File: config.mk
export PLATFORM = sky130hd
export DESIGN_NAME = disp_bringup_seq
export DESIGN_NICKNAME = d
export VERILOG_FILES = /design/src/rtl/disp_bringup_seq.sv
export SDC_FILE = /design/constraint.sdc
export NUM_CORES = 1
export LEC_CHECK = 0
export ABC_AREA = 1
export ABC_CLOCK_PERIOD_IN_PS = 3300
export BUFFER_PORTS_ARGS = -buffer_cell sky130_fd_sc_hd__buf_2
export CAP_MARGIN = 30
export CORE_UTILIZATION = 45
export DETAILED_ROUTE_END_ITERATION = 8
export PLACE_DENSITY = 0.67
export RECOVER_POWER = 25
export SYNTH_ARGS = -nofsm -noshare
export SYNTH_HDL_FRONTEND = slang
export SYNTH_SLANG_ARGS = --single-unit
File: constraint.sdc
create_clock -name clk -period 3.3 [get_ports clk]
set_input_delay 0.66 -clock clk [delete_from_list [all_inputs] [get_ports clk]]
set_output_delay 0.66 -clock clk [all_outputs]
set_load 0.05 [all_outputs]
File: src/rtl/disp_bringup_seq.sv
module disp_bringup_seq #(
  parameter int TW = 16,
  parameter int CW = 4,
  parameter int NW = 8
) (
  input  logic          clk,
  input  logic          rst_n,
  input  logic          pwr_good,
  input  logic          lane_idle,
  input  logic          init_done,
  input  logic          sink_ok,
  input  logic          frame_tick,
  input  logic          sleep_req,
  input  logic          wake_req,
  input  logic          fault_req,
  input  logic          restart_req,
  input  logic [TW-1:0] rail_stable_cyc,
  input  logic [TW-1:0] reset_hold_cyc,
  input  logic [TW-1:0] guard_cyc,
  input  logic [TW-1:0] init_timeout_cyc,
  input  logic [CW-1:0] max_retry,
  input  logic [CW-1:0] stable_frames,
  output logic          rail_en,
  output logic          sink_rst_n,
  output logic          phy_rst,
  output logic          init_start,
  output logic          video_en,
  output logic          ulps_en,
  output logic [3:0]    state,
  output logic [CW-1:0] retry_cnt,
  output logic [NW-1:0] init_cnt
);

  localparam logic [3:0] S_OFF   = 4'd0;
  localparam logic [3:0] S_RAILS = 4'd1;
  localparam logic [3:0] S_HOLD  = 4'd2;
  localparam logic [3:0] S_REL   = 4'd3;
  localparam logic [3:0] S_LPRDY = 4'd4;
  localparam logic [3:0] S_INIT  = 4'd5;
  localparam logic [3:0] S_VALID = 4'd6;
  localparam logic [3:0] S_VIDEO = 4'd7;
  localparam logic [3:0] S_DRAIN = 4'd8;
  localparam logic [3:0] S_SLEEP = 4'd9;
  localparam logic [3:0] S_RESUM = 4'd10;
  localparam logic [3:0] S_RECOV = 4'd11;
  localparam logic [3:0] S_FAULT = 4'd12;
  localparam logic [TW-1:0] TMR_MAX = '1;

  logic [3:0]    st, nx;
  logic [TW-1:0] tmr;
  logic [CW-1:0] fcnt;
  logic          powered, capped, leaving;
  logic [3:0]    fail_dst;

  function automatic logic hit(input logic [TW-1:0] t, input logic [TW-1:0] lim);
    return t == lim - TW'(1);
  endfunction

  assign powered  = !(st == S_OFF || st == S_RAILS || st == S_FAULT);
  assign capped   = retry_cnt == max_retry;
  assign fail_dst = capped ? S_FAULT : S_RECOV;
  assign leaving  = nx != st;

  always_comb begin
    nx = st;
    if (restart_req) nx = S_OFF;
    else if (powered && !pwr_good) nx = S_RAILS;
    else begin
      case (st)
        S_OFF:   nx = S_RAILS;
        S_RAILS: if (pwr_good && hit(tmr, rail_stable_cyc)) nx = S_HOLD;
        S_HOLD:  if (hit(tmr, reset_hold_cyc)) nx = S_REL;
        S_REL:   if (hit(tmr, guard_cyc)) nx = S_LPRDY;
        S_LPRDY: if (lane_idle) nx = S_INIT;
        S_INIT: begin
          if (init_done) nx = S_VALID;
          else if (hit(tmr, init_timeout_cyc)) nx = fail_dst;
        end
        S_VALID: begin
          if (frame_tick) begin
            if (!sink_ok) nx = fail_dst;
            else if (fcnt + CW'(1) == stable_frames) nx = S_VIDEO;
          end
        end
        S_VIDEO: begin
          if (fault_req) nx = fail_dst;
          else if (sleep_req) nx = S_DRAIN;
        end
        S_DRAIN: if (frame_tick) nx = S_SLEEP;
        S_SLEEP: if (wake_req) nx = S_RESUM;
        S_RESUM: if (lane_idle && hit(tmr, guard_cyc)) nx = S_INIT;
        S_RECOV: if (hit(tmr, reset_hold_cyc)) nx = S_LPRDY;
        S_FAULT: nx = S_FAULT;
        default: nx = S_OFF;
      endcase
    end
  end

  always_ff @(posedge clk or negedge rst_n) begin
    if (!rst_n) st <= S_OFF;
    else        st <= nx;
  end

  always_ff @(posedge clk or negedge rst_n) begin
    if (!rst_n) tmr <= '0;
    else if (leaving) tmr <= '0;
    else if ((st == S_RAILS && !pwr_good) || (st == S_RESUM && !lane_idle)) tmr <= '0;
    else if (tmr != TMR_MAX) tmr <= tmr + TW'(1);
  end

  always_ff @(posedge clk or negedge rst_n) begin
    if (!rst_n) fcnt <= '0;
    else if (leaving) fcnt <= '0;
    else if (st == S_VALID && frame_tick && sink_ok) fcnt <= fcnt + CW'(1);
  end

  always_ff @(posedge clk or negedge rst_n) begin
    if (!rst_n) retry_cnt <= '0;
    else if (nx == S_OFF) retry_cnt <= '0;
    else if (st == S_VALID && nx == S_VIDEO) retry_cnt <= '0;
    else if (nx == S_RECOV && st != S_RECOV) retry_cnt <= retry_cnt + CW'(1);
  end

  always_ff @(posedge clk or negedge rst_n) begin
    if (!rst_n) init_cnt <= '0;
    else if (nx == S_INIT && st != S_INIT) init_cnt <= init_cnt + NW'(1);
  end

  assign state      = st;
  assign rail_en    = st != S_OFF;
  assign sink_rst_n = st >= S_REL && st <= S_RECOV;
  assign phy_rst    = st <= S_REL || st == S_RECOV || st == S_FAULT;
  assign init_start = st == S_INIT;
  assign video_en   = st == S_VALID || st == S_VIDEO || st == S_DRAIN;
  assign ulps_en    = st == S_SLEEP;

endmodule

* Yosys cells after proc, flatten, opt, wreduce, memory -nomap -nowiden
Cells that the tools add are included.
** Word-level totals
- Bits in registers :: 36
- Bits of input ports :: 83
- Word-level logic and storage cells :: 95
** Operators by class
- Equality and inequality tests :: 25
- Mux-type cells :: 27
- Reduce and logical (&&, ||, !) cells :: 27
- $add $sub $neg :: 8
- $lt $le $gt $ge :: 3
** Operators with widths (count)
- 4-bit 2-to-1 mux :: 22
- 16-bit == test :: 4
- 16-bit by 1-bit subtractor with 16-bit output, second input constant :: 4
- 4-bit case mux with 13 select lines :: 1
- 16-bit 2-to-1 mux :: 3
- 4-bit by 3-bit == test with 1-bit output, second input constant :: 6
- 4-bit == test, second input constant :: 6
- 16-bit by 1-bit adder with 16-bit output, second input constant :: 1
- 16-bit inequality test, second input constant :: 1
- 1-bit logical AND :: 11
- 4-bit by 1-bit adder with 4-bit output, second input constant :: 2
- 8-bit by 1-bit adder with 8-bit output, second input constant :: 1
- 4-bit by 2-bit == test with 1-bit output, second input constant :: 2
- 4-bit == test :: 2
- 4-bit zero test :: 2
- 1-bit logical OR :: 7
- 3-bit nonzero test :: 2
- 4-bit by 1-bit == test with 1-bit output, second input constant :: 1
- 4-bit by 2-bit greater-or-equal comparator with 1-bit output, second input constant :: 1
- 4-bit by 2-bit <= comparator with 1-bit output, second input constant :: 1
- 4-bit <= comparator, second input constant :: 1
- 4-bit by 3-bit inequality test with 1-bit output, second input constant :: 1
- 4-bit inequality test :: 1
- 4-bit inequality test, second input constant :: 1
- other kinds (4) :: 6

* Longest topological paths before layout
- Depth after elaboration :: 13
- Depth in mapped cells :: 26

* Worst setup path before layout
No wires, ideal clock.
- Kind :: reg-to-output
- Start point :: register st[2] (netlist: state[2])
- End point :: output port video_en
- Stages on the path, launching flop included :: 6
- Buffers on the path :: 1
- Arrival :: 2.223 ns
- Data required time :: 2.640 ns
- Slack :: 0.417 ns
- Cells stage by stage :: dfrtp_1 buf_2 inv_2 nor2_1 inv_2 o21ai_0
** On the way
- Cells in the longest elaborated chain, start to end :: 3
** RTL lines
- start: declaration :: RTL line 49 : logic [3:0] st, nx;
- start signal: assignment :: RTL line 101 : else st <= nx;
- 4-bit by 3-bit == test with 1-bit output :: RTL line 134 : assign video_en = st == S_VALID || st == S_VIDEO || st == S_DRAIN;
- 1-bit logical OR :: RTL line 134
- 1-bit logical OR * :: RTL line 134
- end: declaration :: RTL line 27 : output logic video_en,
Every way passes the cells marked *; elsewhere a longest branch is shown, timed or not.

* Worst setup path in the final report
- Start point :: input port rail_stable_cyc[0]
- End point :: register tmr[4]
** On the way
- Cells in the longest elaborated chain, start to end :: 9
** RTL lines
- start: declaration :: RTL line 17 : input logic [TW-1:0] rail_stable_cyc,
- 16-bit by 1-bit subtractor with 16-bit output * :: RTL line 56 : return t == lim - TW'(1);
- 16-bit == test * :: RTL line 56
- 1-bit logical AND * :: RTL line 71 : S_RAILS: if (pwr_good && hit(tmr, rail_stable_cyc)) nx = S_HOLD;
- 4-bit 2-to-1 mux * :: RTL line 71
- 4-bit case mux with 13 select lines * :: RTL line 69 : case (st)
- 4-bit 2-to-1 mux * :: RTL line 67 : else if (powered && !pwr_good) nx = S_RAILS;
- 4-bit 2-to-1 mux * :: RTL line 66 : if (restart_req) nx = S_OFF;
- 4-bit inequality test * :: RTL line 62 : assign leaving = nx != st;
- 3-bit nonzero test (no line) or 16-bit 2-to-1 mux (tied branches)
- end signal: assignment :: RTL line 108 : else if (tmr != TMR_MAX) tmr <= tmr + TW'(1);
- end: declaration :: RTL line 50 : logic [TW-1:0] tmr;
Marked as above.
A chain may end at the register's enable or synchronous reset.

==> summary by stage <==
Worst setup path
The kind of launch point of the worst setup path is an input port. The data arrival time at the worst-slack endpoint is between 3000 and 4000 ps. On the worst path, the slowest cell contributes a delay of approximately 240 ps.

At the worst endpoint, the required time is ~3500 ps. The signal on the critical path passes through buf_2 > inv_1 > ha_1 > nand2_1 > nor2_4 > a21oi_1 > nor2_1 > nand3_1 > nor2_1 > nand3_1 > nand2_1 > nand3_1 > nor2_1 > nand3_1 > nand2_2 > xor2_4 > nand3_4 > buf_12 > nor2_1. The cell at the slowest stage of the critical path is ha_1.

STA classifies the critical path endpoint as a flip-flop. The critical path in this run is classified as input port to flip-flop. The largest fanout on the critical path is 16.

Final layout
Registers take roughly 900 um2. The number of nets in the layout is roughly 1200. Fill cells in the final layout number 1320. 0 antenna diodes ended up in the layout.

The commonest non-fill, non-tap cell in the layout is nand2_1. The core utilization of the finished layout is 0.5356. The multi-input combinational cells in the finished layout cover a total of 4070 um2. In the layout the commonest cells are nand2_1 (332), nor2_1 (146), inv_1 (143), buf_2 (103), nand3_1 (92).

The share of post-route cells with drive strength above 1 is 0.1727. The synthesis-to-finish area growth is 14.67%.

Route
In this run the remaining antenna-violating nets after routing total 0. The final wirelength is between 15000 and 20000 um. The number of DRC violations after detailed-routing iteration 0 is approximately 380. The total via count in the routed design is 6151. In the routed layout, each cell is associated on average with a via count of 4.805. The average wire per cell in the routed design is between 10 and 15 um.

For this run, design rule violations remaining after detail routing come to 0. The number of iterations in the first detailed-routing pass is 6.

GRT
The global-route wire length before repair is around 27000 um. The overall fraction of global-route tracks in use is 0.2601. The via count of the first global-routing pass is between 5000 and 6000. Entering global routing, the biggest net connects 37 pins. Summed over all layers, the global routing overflow is 0. The initial antenna violation count is 0.

Place
The total half-perimeter wirelength after legalization and detailed placement is roughly 13000 um. The final RePlAce weighted congestion is around 0.94. The port buffer count is about 100.

Logic synthesis
The distinct cell type count of the synthesized netlist is 44. Synthesis inferred 36 register bits. The largest total area in the synthesized netlist belongs to nand2_1. The number of standard cells after synthesis is just over 1000. The largest family of logic cells by synthesized area is simple AND/OR/NAND/NOR gates.

The cell area that synthesis handed to floorplanning was 5680 um2. Each instance of the synthesized netlist takes up on average 5.608 um2. Yosys printed 0 warnings.

The post-synthesis mux area share is 0.001762. The post-synthesis net count is approximately 1100. Yosys attributes the largest share of cell area to nand2_1 (22%), dfrtp_1 (16%), nor2_1 (9.6%). The adder and majority cell fraction of the synthesized area is 0.01762. The share of the synthesized area in the top cell type is 0.2194.

The share of synthesized cell area in and, or, nand and nor gates is 0.5432. The compound-gate portion of the synthesized area came to 0.04361. The share of the synthesized netlist area taken by xor and xnor gates is 0.1095. The share of the Yosys chip area taken by registers is 0.1586.

Die
The die covers around 13000 um2. The y dimension of the die is around 110 um. The I/O pin count is 105. After floorplanning, the core was divided into 40 placement rows.

The region available for standard cell placement spans roughly 12000 um2. The initial cell density of the core is 0.4671. The die is about 110 um wide.

STA
Timing would allow up to 0.3397 GHz. The slew at the pin closest to its max-slew limit is roughly 2000 ps. The final-report hold violation count came to 0. Across the routed clock network, the largest skew measured is 9.747 ps. The headroom to the max-slew limit is -0.3382. The final setup TNS is 0 ps.

The final-report setup violation count is 0. Setup repair after global routing left no endpoint under its margin. The period utilization is 0.8922. The final critical-path required period is roughly 2900 ps. The number of slew-limit violations in the final report is 37.

Pwr
For this design the static power due to leakage is between 3 and 4 nW. The largest voltage drop on the vdd net is 223.7 uV. The power per cell area is roughly 230 nW/um2. The total power consumption of the routed design is ~0.0015 W.

Clocking
The longest clock path from root to sink contains 2 buffers. CTS saw 36 sinks. The number of buffers created by CTS is 5. The H-tree was split into 2 levels. The clock latency of the later-clocked register in the worst-skew pair is about 290 ps. The clock root buffer master is clkbuf_16. The clock tree from TritonCTS is yes. After clock tree synthesis, the clock-pin slew on the worst setup and hold paths is ~60 ps. The post-CTS repair timing setup buffer count is 0.

Worst hold path
The worst min-delay path class is flip-flop to flip-flop.

Outcome
The checks that failed: capacitance limit, slew limit. The run finished, with violations left.

Run
The count of max-cap constraint violations is 1.
==> cell families (layout without fill, tap and decap cells) <==
logic type,Yosys count,after routing
AOI/OAI and AO/OA,46,46
xor gates and xnor gates,68,68
buffers and inverters,177,276
adders and majority gates,8,8
muxes,1,1
DFF,36,36
and+or+nand+nor,677,677
==> per-layer routing <==
metal / track usage / share of wire / wire, um
met5: 0 / 0 / 0
met4: 0.06234 / 0.016 / 252
met3: 0.02223 / 0.058 / 937
met2: 0.4428 / 0.46 / 7334
met1: 0.3559 / 0.47 / 7571
==> final timing paths <==
kind | startpoint | to | slack (ps) | depth (start not counted)
max | rail_stable_cyc[0] | tmr[4] | 360 | 19
max reg2reg | tmr[5] | tmr[4] | 400 | 20
min in group asynchronous | rst_n | fcnt[0] | 930 | 1
max in group asynchronous | rst_n | tmr[4] | 1200 | 1
min reg2reg | init_cnt[7] | init_cnt[7] | 520 | 2
min | init_cnt[7] | init_cnt[7] | 520 | 2
==> worst max-delay path: cells and delay by family <==
kind	cells	cell delay (ps)
buffers and inverters	3	380
XOR/XNOR	1	190
adder cells (fa/ha/maj)	1	240
AO/OA/AOI/OAI	1	90
AND/OR/NAND/NOR	13	1590
==> synthesized netlist by cell type, drive strengths merged <==
cell	number
inv	156
nor4	1
o21ai	23
o22ai	2
a31oi	1
a211o	1
nor3	12
a22o	1
ha	8
nor2	184
a21oi	16
nand3	96
mux2i	1
and2	5
buf	17
or2	2
nand2b	1
o32ai	1
nand4	15
nand2	348
dfrtp	36
xor2	37
nand3b	13
xnor2	31
clkinv	4
a21boi	1
==> power by group <==
group	internal (W)	total (W)	switching, W
Combinational	0.000180	0.000485	0.000306
Clock	0.000355	0.000545	0.000190
Sequential	0.000451	0.000488	0.0000369
==> cell type report <==
type	instances	share of cell area
clock inverters	3	0.006531
multi-input cells	800	0.6249
clock buffers	5	0.01921
repair buffers	108	0.08625
well taps	168	0.03227
flip-flops and latches	36	0.1383
inverters	160	0.09259
==> sequential cells by signal, indices dropped and copies added, names as in the netlist <==
signal / cells
fcnt: 4
tmr: 16
init_cnt: 8
state: 4
retry_cnt: 4
==> per-stage QoR <==
stage / cells / setup WS (ps) / hold WS (ps) / cell area, um2
3_3_place_gp: 1272 / 139.5 / 503.3 / 6342
5_1_grt: 1280 / 26.69 / 542.3 / 6514
4_1_cts: 1280 / 340.5 / 501.5 / 6510
2_1_floorplan: 1013 / 416.9 / 364.4 / 5680
3_5_place_dp: 1272 / 62.03 / 509.7 / 6342
6_report: 1280 / 355.8 / 521.1 / 6514
==> repair_timing <==
item,4_1_cts,5_1_grt
hold buffers,0,0
gates resized for setup,0,1
endpoints found under the setup margin,0,4
No activity file was read; power rests on OpenSTA's default activity.
